<file path="src/rtl/hxs_pkg.sv">
package hxs_pkg;
  typedef enum logic [1:0] {
    RM_FRAG  = 2'd0,
    RM_BLOCK = 2'd1,
    RM_TXN   = 2'd2,
    RM_LIST  = 2'd3
  } req_mode_e;

  typedef enum logic [3:0] {
    IS_NONE      = 4'd0,
    IS_FRAG      = 4'd1,
    IS_BLK       = 4'd2,
    IS_BLK_FRAG  = 4'd3,
    IS_TXN       = 4'd4,
    IS_TXN_FRAG  = 4'd5,
    IS_TXN_BLK   = 4'd6,
    IS_LIST      = 4'd7,
    IS_CFGERR    = 4'd8
  } irq_sel_e;

  localparam int unsigned NUM_LEVELS = 3;
endpackage

</file>
<file path="src/rtl/hxs_rst_sync.sv">
module hxs_rst_sync (
  input  logic clk,
  input  logic rst_n,
  output logic rst_n_sync
);
  logic [1:0] sync_q;

  always_ff @(posedge clk or negedge rst_n) begin
    if (!rst_n) sync_q <= 2'b00;
    else        sync_q <= {sync_q[0], 1'b1};
  end

  assign rst_n_sync = sync_q[1];
endmodule

</file>
<file path="src/rtl/hxs_level_cnt.sv">
module hxs_level_cnt #(
  parameter int unsigned W = 16
) (
  input  logic         clk,
  input  logic         rst_n,
  input  logic         load,
  input  logic         step,
  input  logic [W-1:0] limit,
  output logic         last
);
  logic [W-1:0] cnt_q, cnt_d;

  assign last = (cnt_q == limit - W'(1));

  always_comb begin
    cnt_d = cnt_q;
    if (load)      cnt_d = '0;
    else if (step) cnt_d = last ? '0 : cnt_q + W'(1);
  end

  always_ff @(posedge clk or negedge rst_n) begin
    if (!rst_n)            cnt_q <= '0;
    else if (load || step) cnt_q <= cnt_d;
  end
endmodule

</file>
<file path="src/rtl/hxs_auth.sv">
module hxs_auth (
  input  logic clk,
  input  logic rst_n,
  input  logic active,
  input  logic req,
  input  logic unit_end,
  input  logic txn_end,
  output logic grant
);
  logic grant_q, grant_d, pend_q, pend_d;

  always_comb begin
    grant_d = grant_q;
    pend_d  = pend_q;
    if (!active || txn_end) begin
      grant_d = 1'b0;
      pend_d  = 1'b0;
    end else if (grant_q) begin
      if (unit_end) begin
        grant_d = pend_q | req;
        pend_d  = pend_q & req;
      end else begin
        pend_d  = pend_q | req;
      end
    end else begin
      grant_d = req;
    end
  end

  always_ff @(posedge clk or negedge rst_n) begin
    if (!rst_n) begin
      grant_q <= 1'b0;
      pend_q  <= 1'b0;
    end else begin
      grant_q <= grant_d;
      pend_q  <= pend_d;
    end
  end

  assign grant = grant_q;
endmodule

</file>
<file path="src/rtl/hxs_irq.sv">
module hxs_irq
  import hxs_pkg::*;
(
  input  logic       clk,
  input  logic       rst_n,
  input  logic [3:0] sel,
  input  logic       frag_ev,
  input  logic       blk_ev,
  input  logic       txn_ev,
  input  logic       list_ev,
  input  logic       cerr_ev,
  input  logic       clr,
  output logic       irq
);
  logic hit, irq_q, irq_d;

  always_comb begin
    case (sel)
      IS_FRAG:     hit = frag_ev;
      IS_BLK:      hit = blk_ev;
      IS_BLK_FRAG: hit = blk_ev | frag_ev;
      IS_TXN:      hit = txn_ev;
      IS_TXN_FRAG: hit = txn_ev | frag_ev;
      IS_TXN_BLK:  hit = txn_ev | blk_ev;
      IS_LIST:     hit = list_ev;
      IS_CFGERR:   hit = cerr_ev;
      default:     hit = 1'b0;
    endcase
    irq_d = hit ? 1'b1 : (clr ? 1'b0 : irq_q);
  end

  always_ff @(posedge clk or negedge rst_n) begin
    if (!rst_n) irq_q <= 1'b0;
    else        irq_q <= irq_d;
  end

  assign irq = irq_q;
endmodule

</file>
<file path="src/rtl/hxfer_seq.sv">
module hxfer_seq
  import hxs_pkg::*;
#(
  parameter int unsigned LEN_W  = 16,
  parameter int unsigned ADDR_W = 32
) (
  input  logic              clk,
  input  logic              rst_n,
  input  logic [LEN_W-1:0]  cfg_frag_len,
  input  logic [LEN_W-1:0]  cfg_frags_per_blk,
  input  logic [LEN_W-1:0]  cfg_blks_per_txn,
  input  logic [1:0]        cfg_req_mode,
  input  logic [3:0]        cfg_irq_sel,
  input  logic [ADDR_W-1:0] cfg_base_addr,
  input  logic              start,
  input  logic              req,
  input  logic              last_node,
  input  logic              beat_ready,
  input  logic              irq_clr,
  output logic              beat_valid,
  output logic [ADDR_W-1:0] beat_addr,
  output logic              busy,
  output logic              frag_done,
  output logic              blk_done,
  output logic              txn_done,
  output logic              list_done,
  output logic              cfg_err,
  output logic              irq
);
  localparam int unsigned NL = NUM_LEVELS;

  logic              rst_n_s;
  logic              busy_q, busy_d;
  req_mode_e         mode_q, mode_d;
  logic [ADDR_W-1:0] addr_q, addr_d;
  logic [LEN_W-1:0]  lim_q [NL];
  logic [LEN_W-1:0]  lim_cfg [NL];
  logic [NL-1:0]     step, last;
  logic              cfg_ok, start_go, fire, grant, unit_end, txn_end;

  hxs_rst_sync u_rst (.clk(clk), .rst_n(rst_n), .rst_n_sync(rst_n_s));

  assign lim_cfg[0] = cfg_frag_len;
  assign lim_cfg[1] = cfg_frags_per_blk;
  assign lim_cfg[2] = cfg_blks_per_txn;

  assign cfg_ok   = (|cfg_frag_len) && (|cfg_frags_per_blk) && (|cfg_blks_per_txn);
  assign start_go = start && !busy_q && cfg_ok;
  assign cfg_err  = start && !busy_q && !cfg_ok;

  assign beat_valid = busy_q && grant;
  assign fire       = beat_valid && beat_ready;

  // Chained counters: each level steps when the level below wraps.
  for (genvar g = 0; g < NL; g++) begin : g_lvl
    if (g == 0) begin : g_base
      assign step[g] = fire;
    end else begin : g_up
      assign step[g] = step[g-1] && last[g-1];
    end

    always_ff @(posedge clk or negedge rst_n_s) begin
      if (!rst_n_s)      lim_q[g] <= '0;
      else if (start_go) lim_q[g] <= lim_cfg[g];
    end

    hxs_level_cnt #(.W(LEN_W)) u_cnt (
      .clk   (clk),
      .rst_n (rst_n_s),
      .load  (start_go),
      .step  (step[g]),
      .limit (lim_q[g]),
      .last  (last[g])
    );
  end

  assign frag_done = step[1];
  assign blk_done  = step[2];
  assign txn_end   = step[2] && last[2];
  assign txn_done  = txn_end;
  assign list_done = txn_end && (mode_q == RM_LIST) && last_node;

  always_comb begin
    case (mode_q)
      RM_FRAG:  unit_end = step[1];
      RM_BLOCK: unit_end = step[2];
      default:  unit_end = txn_end;
    endcase
  end

  hxs_auth u_auth (
    .clk      (clk),
    .rst_n    (rst_n_s),
    .active   (busy_q),
    .req      (req),
    .unit_end (unit_end),
    .txn_end  (txn_end),
    .grant    (grant)
  );

  always_comb begin
    busy_d = busy_q;
    mode_d = mode_q;
    addr_d = addr_q;
    if (start_go) begin
      busy_d = 1'b1;
      mode_d = req_mode_e'(cfg_req_mode);
      addr_d = cfg_base_addr;
    end else begin
      if (txn_end) busy_d = 1'b0;
      if (fire)    addr_d = addr_q + ADDR_W'(1);
    end
  end

  always_ff @(posedge clk or negedge rst_n_s) begin
    if (!rst_n_s) begin
      busy_q <= 1'b0;
      mode_q <= RM_FRAG;
      addr_q <= '0;
    end else begin
      busy_q <= busy_d;
      if (start_go) mode_q <= mode_d;
      if (start_go || fire) addr_q <= addr_d;
    end
  end

  hxs_irq u_irq (
    .clk     (clk),
    .rst_n   (rst_n_s),
    .sel     (cfg_irq_sel),
    .frag_ev (frag_done),
    .blk_ev  (blk_done),
    .txn_ev  (txn_done),
    .list_ev (list_done),
    .cerr_ev (cfg_err),
    .clr     (irq_clr),
    .irq     (irq)
  );

  assign busy      = busy_q;
  assign beat_addr = addr_q;
endmodule

</file>
<file path="config.mk">
export PLATFORM = sky130hd
export DESIGN_NAME = hxfer_seq
export DESIGN_NICKNAME = d
export VERILOG_FILES = /design/src/rtl/hxs_pkg.sv /design/src/rtl/hxs_rst_sync.sv /design/src/rtl/hxs_level_cnt.sv /design/src/rtl/hxs_auth.sv /design/src/rtl/hxs_irq.sv /design/src/rtl/hxfer_seq.sv
export SDC_FILE = /design/constraint.sdc
export NUM_CORES = 1
export LEC_CHECK = 0
export ABC_AREA = 0
export ABC_CLOCK_PERIOD_IN_PS = 10100
export BUFFER_PORTS_ARGS = -buffer_cell sky130_fd_sc_hd__buf_2
export CAP_MARGIN = 15
export CORE_MARGIN = 4
export CORE_UTILIZATION = 62
export DETAILED_ROUTE_END_ITERATION = 10
export HOLD_SLACK_MARGIN = 0.15
export PLACE_DENSITY = 0.83
export SLEW_MARGIN = 10
export SYNTH_ARGS = -nofsm -noshare
export SYNTH_HDL_FRONTEND = slang
export SYNTH_SLANG_ARGS = --single-unit
</file>
<file path="constraint.sdc">
create_clock -name clk -period 10.1 [get_ports clk]
set_input_delay 3.03 -clock clk [delete_from_list [all_inputs] [get_ports clk]]
set_output_delay 3.03 -clock clk [all_outputs]
set_load 0.1 [all_outputs]
</file>
==> results of run 1 <==
## state kept, by name (all words and copies together) (netlist names)
register / count
g_lvl.u_cnt.cnt_q: 48
lim_q: 48
beat_addr: 32
mode_q: 2
u_rst.sync_q: 2
busy: 1
u_auth.grant: 1
u_auth.pend_q: 1
u_irq.irq: 1
## routing by layer
layer  vias up  global-route usage, %  part of all wire [%]  wire length (um)
met5         -                      0                  0.10                22
met4         4                   7.67                   1.5               333
met3        39                   6.40                   6.4              1400
met2       269                   47.6                    50             10900
met1      3779                   37.9                    42              9130
li1       3755                      -                     -                 -
## area by class of cell
cell class | count | area share, %
Multi-Input combinational cell | 793 | 47.8
Tap cell | 176 | 2.27
Inverter | 25 | 0.967
Sequential cell | 136 | 35.1
Clock inverter | 8 | 1.73
Timing Repair Buffer | 137 | 7.20
Clock buffer | 23 | 4.93
## critical path, stage by stage
cell and delay (ns):
buf_2 0.09, and3_1 0.49, nand2_1 0.10, nor3_1 0.20
nand2_1 0.33, or3_4 0.54, nor2_1 0.19, buf_2 0.46
## stage by stage
stage,std cells,hold slack [ns],utilization (%),area [um2]
global route,1298,0.367,73.6,9700
global placement,1267,0.333,68.7,9060
finish,1298,0.348,73.6,9700
CTS,1298,0.351,73.6,9700
floorplan,1003,0.331,-,8350
detailed placement,1267,0.337,68.7,9060
## power groups by stage
| stage | sequential, mW | clock (mW) | combinational (mW) |
|---|---|---|---|
| 2_1_floorplan | 1.10 | 0 | 0.455 |
| 3_3_place_gp | 0.852 | 0 | 0.871 |
| 3_5_place_dp | 0.855 | 0 | 0.892 |
| 4_1_cts | 0.850 | 0.690 | 0.901 |
| 5_1_grt | 0.876 | 0.715 | 0.976 |
| 6_report | 0.855 | 0.685 | 0.903 |
## final timing paths
kind	startpoint	to	cells past startpoint
setup / recovery	beat_ready	list_done	8
hold / removal	u_rst.sync_q[0]	u_rst.sync_q[1]	0
setup reg to reg	lim_q[32]	g_lvl[2].u_cnt.cnt_q[12]	11
hold reg to reg	u_rst.sync_q[0]	u_rst.sync_q[1]	0
max in group asynchronous	rst_n	u_rst.sync_q[1]	1
min in group asynchronous	u_rst.sync_q[1]	lim_q[34]	0
## cell usage after synthesis (7+ instances only)
cell and number:
or4_1 8, and2_1 7, xor2_1 45, and3_1 26, xnor2_1 43, or3_1 15
clkbuf_1 38, nand3_1 38, nor2_1 64, o21ai_0 71, inv_1 25, nor3_1 27
nor3b_1 9, nand2_1 218, nor2b_1 8, o31ai_1 12, or2_2 8, dfrtp_1 136
ha_1 7, nand4_1 28, a21oi_1 27, nor4_1 23
## logic make-up after synthesis
family / synth area share [%]
DFF: 40.8
xor gates and xnor gates: 9.23
adders and majority gates: 1.05
buffers and inverters: 3.72
AOI/OAI and AO/OA: 13.9
muxes: 0.735
other: 0.0449
and+or+nand+nor: 30.6
==> results.sh, run 1 <==
export IMPL_h_tree_depth=4
export IMPL_clkPwrFrac_pct=28.1
export IMPL_multi_input_area_um2=4640
export IMPL_worst_slew_pin_slew_ns=0.941
export IMPL_ys_seq_area_share_pct=40.8
export IMPL_final_common_cell="nand2_1"
export IMPL_p_int_mw=1.39
export IMPL_port_buffer_count=132
export IMPL_fmax_mhz=118
export IMPL_tritoncts="built"
export IMPL_gp_congestion=0.935
export IMPL_synth_top_flop_cell="dfrtp_1"
export IMPL_cts_buffers=17
export IMPL_gr_total_overflow=0
export IMPL_drt_pass1_iterations=5
export IMPL_antenna_cells=0
export IMPL_skew_ns=0.00862
export IMPL_critPathCaptureType="output port"
export IMPL_detail_route_wirelength_um=21800
export IMPL_clkTransAtPathRegs_ns=0.06
export IMPL_postRouteAntennaNets=0
export IMPL_register_area_um2=3410
export IMPL_synth_avg_cell_area_um2=8.32
export IMPL_io_pins=133
export IMPL_nNetsFinal=1210
export IMPL_die_y_um=124
export IMPL_grt_max_degree=78
export IMPL_area_delta_synth_final_pct=16.2
export IMPL_worstSetupPathType="in2out"
export IMPL_grt_pass1_vias=7326
export IMPL_pre_cts_ws_ns=1.65
export IMPL_numClockSinks=136
export IMPL_ctsHoldBuffers=0
export IMPL_async_flop_share_pct=100
export IMPL_drv_slew=0
export IMPL_grt_usage_pct=28.6
export IMPL_start_util_pct=63.3
export IMPL_post_route_period_util_pct=83.9
export IMPL_seqPwrFrac_pct=35.0
export IMPL_p_comb_share_pct=37.0
export IMPL_grt_pass1_wl_um=35000
export IMPL_antenna_found_initial=2
export IMPL_power_density_nw_per_um2=252
export IMPL_power_mw=2.44
export IMPL_holdCritPathClass="reg2reg"
export IMPL_cap_viol_max_count=0
export IMPL_synth_cell_types=76
export IMPL_die_area_um2=15400
export IMPL_p_sw_share_pct=43.0
export IMPL_rows=42
export IMPL_netlist_area_um2=8350
export IMPL_arrival_ns=5.44
export IMPL_dp_hpwl_um=15300
export IMPL_setup_violations=0
export IMPL_relSlewSlack_pct=37.1
export IMPL_tns_ns=0
export IMPL_worstSkewPairLatency_ns=0.42
export IMPL_yosysTopAreaCell="dfrtp_1"
export IMPL_start_kind="input pin"
export IMPL_cts_resized=0
export IMPL_crit_fanout=14
export IMPL_leakagePower_nw=4.36
export IMPL_clk_path_buf_depth=2
export IMPL_synth_edff_count=0
export IMPL_worst_ep_required_time_ns=7.07
export IMPL_synth_cells=1003
export IMPL_ys_warn_count=0
export IMPL_finalHoldViolCount=0
export IMPL_status="complete, no violations"
export IMPL_drt_iter0_markers=675
export IMPL_ys_ff_latch=136
export IMPL_ir_drop_mv=0.243
export IMPL_setup_slack_ns=1.63
export IMPL_r2r_slack_ns=5.79
export IMPL_synthTopCellsByArea="dfrtp_1 41%, nand2_1 9.8%, xor2_1 4.7%"
export IMPL_syn_nets=1103
export IMPL_core_um2=13200
export IMPL_synth_top_area_share_pct=40.8
export IMPL_fill_cells=996
export IMPL_die_width_um=124
export IMPL_cts_root_buf="clkbuf_16"
export IMPL_layout_drive_gt1_share_pct=17.4
export IMPL_fin_crit_ns=8.47
export IMPL_num_vias=7846
export IMPL_rsz0062_at_grt="false"
export IMPL_cts_setup_buffers=0
export IMPL_wl_per_cell_um=16.8
export IMPL_final_cell_mix="218 x nand2_1, 135 x dfrtp_1, 132 x buf_2, 71 x o21ai_0, 64 x nor2_1"
export IMPL_p_switching_mw=1.05
export IMPL_via_per_inst=6.04
export IMPL_post_route_drc_count=0
Power figures use the tool's default switching activity.
==> inputs of run 2 (changes only) <==
- ABC_AREA: 0 -> 1
- ABC_CLOCK_PERIOD_IN_PS: 10100 -> 7550
- CORE_UTILIZATION: 62 -> 53
- PLACE_DENSITY: 0.83 -> 0.74
- clock period: 10.1 -> 7.55 ns (I/O delays scaled with it)
==> run 2 against run 1 <==
Critical path depth unchanged. First-iteration DRC count grew 11%. Wire length grew 19%. Synthesized cell count grew 41%. Clock skew shrank 0.00061 ns. Sequential power rose by 43%. Critical path type unchanged. Highest routed layer is now met4.
==> results.sh, run 2 <==
export IMPL_synth_top_flop_cell="dfrtp_1"
export IMPL_placed_area_um2=10400
export IMPL_port_buffer_count=132
export IMPL_antenna_found_initial=0
export IMPL_rsz0062_at_grt="false"
export IMPL_synth_edff_count=0
export IMPL_drv_slew=0
export IMPL_worstSkewPairLatency_ns=0.42
export IMPL_holdCritPathClass="reg2reg"
export IMPL_place_inst=1744
export IMPL_grt_pass1_wl_um=42900
export IMPL_status="complete, no violations"
export IMPL_synthTopCellsByArea="dfrtp_1 36%, nand2_1 16%, inv_1 6.8%"
export IMPL_seqPwrFrac_pct=29.7
export IMPL_cap_viol_max_count=0
export IMPL_worst_ep_required_time_ns=5.29
export IMPL_final_common_cell="nand2_1"
export IMPL_h_tree_depth=4
export IMPL_gr_total_overflow=0
export IMPL_grt_usage_pct=25.9
export IMPL_grt_pass1_vias=9064
export IMPL_fill_cells=1600
export IMPL_critPathCaptureType="output port"
export IMPL_critical_path_top_delay_family="simple AND/OR/NAND/NOR gates"
export IMPL_syn_nets=1511
export IMPL_worst_slew_pin_slew_ns=0.939
export IMPL_fmax_mhz=155
export IMPL_nNetsFinal=1638
export IMPL_setup_violations=0
export IMPL_io_pins=133
export IMPL_start_kind="input pin"
export IMPL_via_per_inst=5.37
export IMPL_dp_hpwl_um=19500
export IMPL_post_route_drc_count=0
export IMPL_clk_path_buf_depth=2
export IMPL_clkTransAtPathRegs_ns=0.06
export IMPL_p_sw_share_pct=50.3
export IMPL_arrival_ns=4.19
export IMPL_synth_cells=1411
export IMPL_ys_ff_latch=136
export IMPL_path_buf_inv=3
export IMPL_netlist_area_um2=9550
export IMPL_rows=48
export IMPL_leakagePower_nw=5.49
export IMPL_worstSetupPathType="in2out"
export IMPL_p_comb_share_pct=49.3
export IMPL_synth_cell_types=51
export IMPL_detail_route_wirelength_um=26000
export IMPL_p_int_mw=2.04
export IMPL_cts_setup_buffers=0
export IMPL_stdcell_count=1776
export IMPL_relSlewSlack_pct=37.4
export IMPL_whs_path_depth=0
export IMPL_path_cells="buf_2 -> nor4_1 -> nand4_1 -> nand2_1 -> a31oi_1 -> nand3b_1 -> inv_1 -> buf_2"
export IMPL_num_vias=9545
export IMPL_layout_drive_gt1_share_pct=14.3
export IMPL_async_flop_share_pct=100
export IMPL_fin_crit_ns=6.46
export IMPL_worst_path_most_repeated_cell="buf_2"
export IMPL_clkPwrFrac_pct=21.1
export IMPL_busiest_layer="met2"
export IMPL_synth_top_area_share_pct=35.7
export IMPL_max_stage_delay_ns=0.58
export IMPL_tns_ns=0
export IMPL_gp_congestion=0.935
export IMPL_cts_buffers=17
export IMPL_p_switching_mw=2.07
export IMPL_post_route_period_util_pct=85.5
export IMPL_ys_seq_area_share_pct=35.7
export IMPL_crit_fanout=2
export IMPL_area_delta_synth_final_pct=15.3
export IMPL_synth_avg_cell_area_um2=6.76
export IMPL_ir_drop_mv=0.340
export IMPL_ys_warn_count=0
export IMPL_hold_worst_slack_ns=0.367
export IMPL_use_met3_pct=5.31
export IMPL_numClockSinks=136
export IMPL_die_y_um=142
export IMPL_path_depth=8
export IMPL_power_density_nw_per_um2=373
export IMPL_core_um2=17500
export IMPL_cts_root_buf="clkbuf_16"
export IMPL_yosys_top_cells_count="411 x nand2_1, 173 x inv_1, 163 x nor2_1"
export IMPL_tritoncts="built"
export IMPL_met2_usage_pct=41.6
export IMPL_wl_per_cell_um=14.6
export IMPL_yosysMostFrequentCell="nand2_1"
export IMPL_use_met1_pct=35.8
export IMPL_ctsHoldBuffers=0
export IMPL_slowest_stage="nor4_1"
export IMPL_die_area_um2=20200
export IMPL_drt_pass1_iterations=6
export IMPL_start_util_pct=54.6
export IMPL_final_cell_mix="410 x nand2_1, 173 x inv_1, 163 x nor2_1, 135 x dfrtp_1, 132 x buf_2"
export IMPL_reg2reg_depth=15
export IMPL_drt_iter0_markers=750
export IMPL_final_util_pct=63.0
export IMPL_yosysTopAreaCell="dfrtp_1"
export IMPL_die_width_um=142
export IMPL_skew_ns=0.00801
export IMPL_finish_instance_area_um2=11000
export IMPL_cts_resized=0
export IMPL_finalHoldViolCount=0
export IMPL_postRouteAntennaNets=0
export IMPL_grt_max_degree=73
run 2: kinds of logic after synthesis:
kind of cell	after synthesis	synth area share (%)
adders and majority gates	7	0.918
AOI/OAI and AO/OA	157	9.33
DFF	136	35.7
and+or+nand+nor	818	37.9
other	1	0.0393
xor gates and xnor gates	84	7.71
buffers and inverters	208	8.43
run 2: final timing paths:
path	start	endpoint	slack, ns
max reg2reg	lim_q[16]	g_lvl[2].u_cnt.cnt_q[8]	4.67
min in group asynchronous	u_rst.sync_q[1]	lim_q[26]	0.43
min	u_rst.sync_q[0]	u_rst.sync_q[1]	0.37
max in group asynchronous	u_rst.sync_q[1]	lim_q[46]	5.68
max	cfg_frags_per_blk[13]	cfg_err	1.09
min reg2reg	u_rst.sync_q[0]	u_rst.sync_q[1]	0.37
run 2: cell type report:
cell class / instances / area, um2 / share of cell area, %
sequential: 136 / 3410 / 31.0
inverter: 178 / 668 / 6.07
tap: 225 / 282 / 2.56
clock inverter: 8 / 120 / 1.09
antenna: 1 / 2.50 / 0.0227
multi-input combinational: 1067 / 5350 / 48.6
clock buffer: 23 / 478 / 4.34
timing repair buffer: 138 / 706 / 6.41
run 2: worst register-to-register path, stage by stage, from the launching register on:
cell     delay (ns)
dfrtp_1        0.39
inv_1          0.16
ha_1           0.25
nand2_1        0.21
nor2_4         0.23
nand3_1        0.09
nand2_1        0.15
nand3_1        0.10
nor2_1         0.14
nand2_1        0.07
nor2_2         0.20
nand2_2        0.13
nand2_4        0.31
nand2_1        0.12
nand2_1        0.07
nor3b_1        0.17
run 2: power by group through the flow:
stage / clock (mW) / sequential [mW] / combinational [mW]
finish: 0.864 / 1.22 / 2.02
global route: 0.906 / 1.26 / 2.23
CTS: 0.871 / 1.21 / 2.02
detailed placement: 0 / 1.22 / 2.00
global placement: 0 / 1.22 / 1.96
floorplan: 0 / 1.73 / 1.08
run 2: through the flow:
stage	setup slack, ns	power (mW)
global placement	1.01	3.18
finish	1.09	4.10
global route	0.983	4.39
detailed placement	1.01	3.22
floorplan	0.566	2.82
CTS	1.06	4.10
run 2: routing by layer:
layer,up-vias,share of wire (%)
met5,-,0
met4,0,2.2
met3,55,7.2
met2,320,46
met1,4375,45
li1,4795,-
==> inputs of run 3 (changes only) <==
- CELL_PAD_IN_SITES_DETAIL_PLACEMENT: default -> 2
- CELL_PAD_IN_SITES_GLOBAL_PLACEMENT: default -> 2
- CORE_UTILIZATION: 53 -> 29
- MAX_ROUTING_LAYER: default -> met4
==> run 3 against run 2 <==
Clock power grew 6.3%. Wire length grew 36%. Largest power group unchanged. Sequential power hardly changed. Combinational power up 4%.
==> results.sh, run 3 (synthesis results as in run 2) <==
export IMPL_cts_resized=0
export IMPL_worst_path_most_repeated_cell="buf_2"
export IMPL_drt_pass1_iterations=4
export IMPL_wl_per_cell_um=17.7
export IMPL_slowest_stage="buf_2"
export IMPL_cts_buffers=17
export IMPL_h_tree_depth=4
export IMPL_rsz0062_at_grt="false"
export IMPL_p_int_mw=2.05
export IMPL_worst_slew_pin_slew_ns=1.05
export IMPL_io_pins=133
export IMPL_final_cell_mix="410 x nand2_1, 173 x inv_1, 163 x nor2_1, 135 x dfrtp_1, 132 x buf_2"
export IMPL_power_density_nw_per_um2=376
export IMPL_numClockSinks=136
export IMPL_drv_slew=0
export IMPL_ir_drop_mv=0.337
export IMPL_port_buffer_count=132
export IMPL_area_delta_synth_final_pct=18.8
export IMPL_rows=66
export IMPL_finalHoldViolCount=0
export IMPL_clkPwrFrac_pct=21.5
export IMPL_post_route_drc_count=0
export IMPL_grt_pass1_vias=11000
export IMPL_start_util_pct=29.3
export IMPL_grt_usage_pct=20.7
export IMPL_leakagePower_nw=5.52
export IMPL_relSlewSlack_pct=29.6
export IMPL_critPathCaptureType="output port"
export IMPL_tritoncts="built"
export IMPL_use_met1_pct=25.2
export IMPL_gp_congestion=0.840
export IMPL_grt_max_degree=61
export IMPL_pre_cts_ws_ns=1.17
export IMPL_postRouteAntennaNets=0
export IMPL_gr_total_overflow=0
export IMPL_die_y_um=189
export IMPL_busiest_layer="met2"
export IMPL_seqPwrFrac_pct=28.8
export IMPL_dp_hpwl_um=27600
export IMPL_cts_root_buf="clkbuf_16"
export IMPL_ctsHoldBuffers=0
export IMPL_start_kind="input pin"
export IMPL_cts_setup_buffers=0
export IMPL_clkTransAtPathRegs_ns=0.06
export IMPL_grt_pass1_wl_um=58100
export IMPL_worstSetupPathType="in2out"
export IMPL_final_common_cell="nand2_1"
export IMPL_worst_ep_required_time_ns=5.29
export IMPL_path_cells="buf_2 -> nor4_1 -> buf_4 -> nand4_1 -> nand2_1 -> a31oi_1 -> nand3b_1 -> inv_1 -> buf_2"
export IMPL_drt_iter0_markers=362
export IMPL_use_met3_pct=3.26
export IMPL_die_area_um2=35900
export IMPL_fill_cells=4018
export IMPL_setup_violations=0
export IMPL_die_width_um=189
export IMPL_cap_viol_max_count=0
export IMPL_fin_crit_ns=6.38
export IMPL_via_per_inst=4.91
export IMPL_finish_instance_area_um2=11300
export IMPL_p_comb_share_pct=49.6
export IMPL_post_route_period_util_pct=84.5
export IMPL_core_um2=32500
export IMPL_p_switching_mw=2.21
export IMPL_p_sw_share_pct=51.8
export IMPL_skew_ns=0.00740
export IMPL_num_vias=9813
export IMPL_r2r_slack_ns=4.51
export IMPL_nNetsFinal=1642
export IMPL_worstSkewPairLatency_ns=0.45
export IMPL_power_mw=4.26
export IMPL_clk_path_buf_depth=2
export IMPL_status="complete, no violations"
export IMPL_setup_slack_ns=1.17
export IMPL_layout_drive_gt1_share_pct=14.7
export IMPL_antenna_found_initial=1
export IMPL_met2_usage_pct=35.9
export IMPL_max_stage_delay_ns=0.43
export IMPL_placed_area_um2=10700
export IMPL_arrival_ns=4.11
export IMPL_holdCritPathClass="reg2async"
export IMPL_tns_ns=0
export IMPL_detail_route_wirelength_um=35400
export IMPL_reg2reg_depth=15
export IMPL_fmax_mhz=157
export IMPL_crit_fanout=2
==> run 3: changes by cell type in the layout (fill, tap and decap cells not counted), sizes merged <==
cell	delta
clkinv	+4
bufinv	+1
buf	+4
clkbuf	-4
==> run 3: through the flow <==
step / std cells / util [%] / hold WS (ns)
5_1_grt: 1998 / 34.8 / 0.365
6_report: 1998 / 34.8 / 0.312
4_1_cts: 1997 / 34.8 / 0.340
3_3_place_gp: 1965 / 32.9 / 0.325
3_5_place_dp: 1965 / 32.9 / 0.332
2_1_floorplan: 1411 / - / 0.331
==> run 3: final timing paths <==
path | startpoint | endpoint
worst max-delay path | cfg_frag_len[4] | cfg_err
worst min-delay path | u_rst.sync_q[1] | beat_addr[8]
worst max register to register | lim_q[16] | g_lvl[2].u_cnt.cnt_q[8]
worst min register to register | u_rst.sync_q[1] | beat_addr[8]
max in group asynchronous | rst_n | u_rst.sync_q[1]
min in group clk | u_rst.sync_q[0] | u_rst.sync_q[1]
==> run 3: area by class of cell <==
class                           count  area, um2  area share [%]
Timing Repair Buffer              142        736            6.49
Clock buffer                       19        443            3.91
Sequential cell                   136       3410            30.1
Clock inverter                     13        178            1.57
Multi-Input combinational cell   1067       5350            47.2
Antenna cell                        1       2.50          0.0221
Inverter                          178        668            5.89
Tap cell                          442        553            4.88
==> run 3: routing by layer <==
layer | routed length, um | part of all wire (%) | up-vias
met5 | 0 | 0 | -
met4 | 520 | 1.5 | 0
li1 | - | - | 4793
met2 | 17900 | 50 | 133
met3 | 1010 | 2.9 | 27
met1 | 16000 | 45 | 4860
==> run 3: power by group through the flow <==
stage          Clock, mW  Combinational, mW  Sequential, mW
4_1_cts            0.943               2.14            1.23
5_1_grt            0.978               2.35            1.28
3_5_place_dp           0               2.12            1.24
6_report           0.918               2.11            1.23
3_3_place_gp           0               2.04            1.23
2_1_floorplan          0               1.08            1.73
==> run 3: worst max-delay path, delay by kind of cell <==
kind / cells / cell delay, ns
AOI/OAI and AO/OA: 1 / 0.13
buffers and inverters: 4 / 0.84
and+or+nand+nor: 4 / 0.87
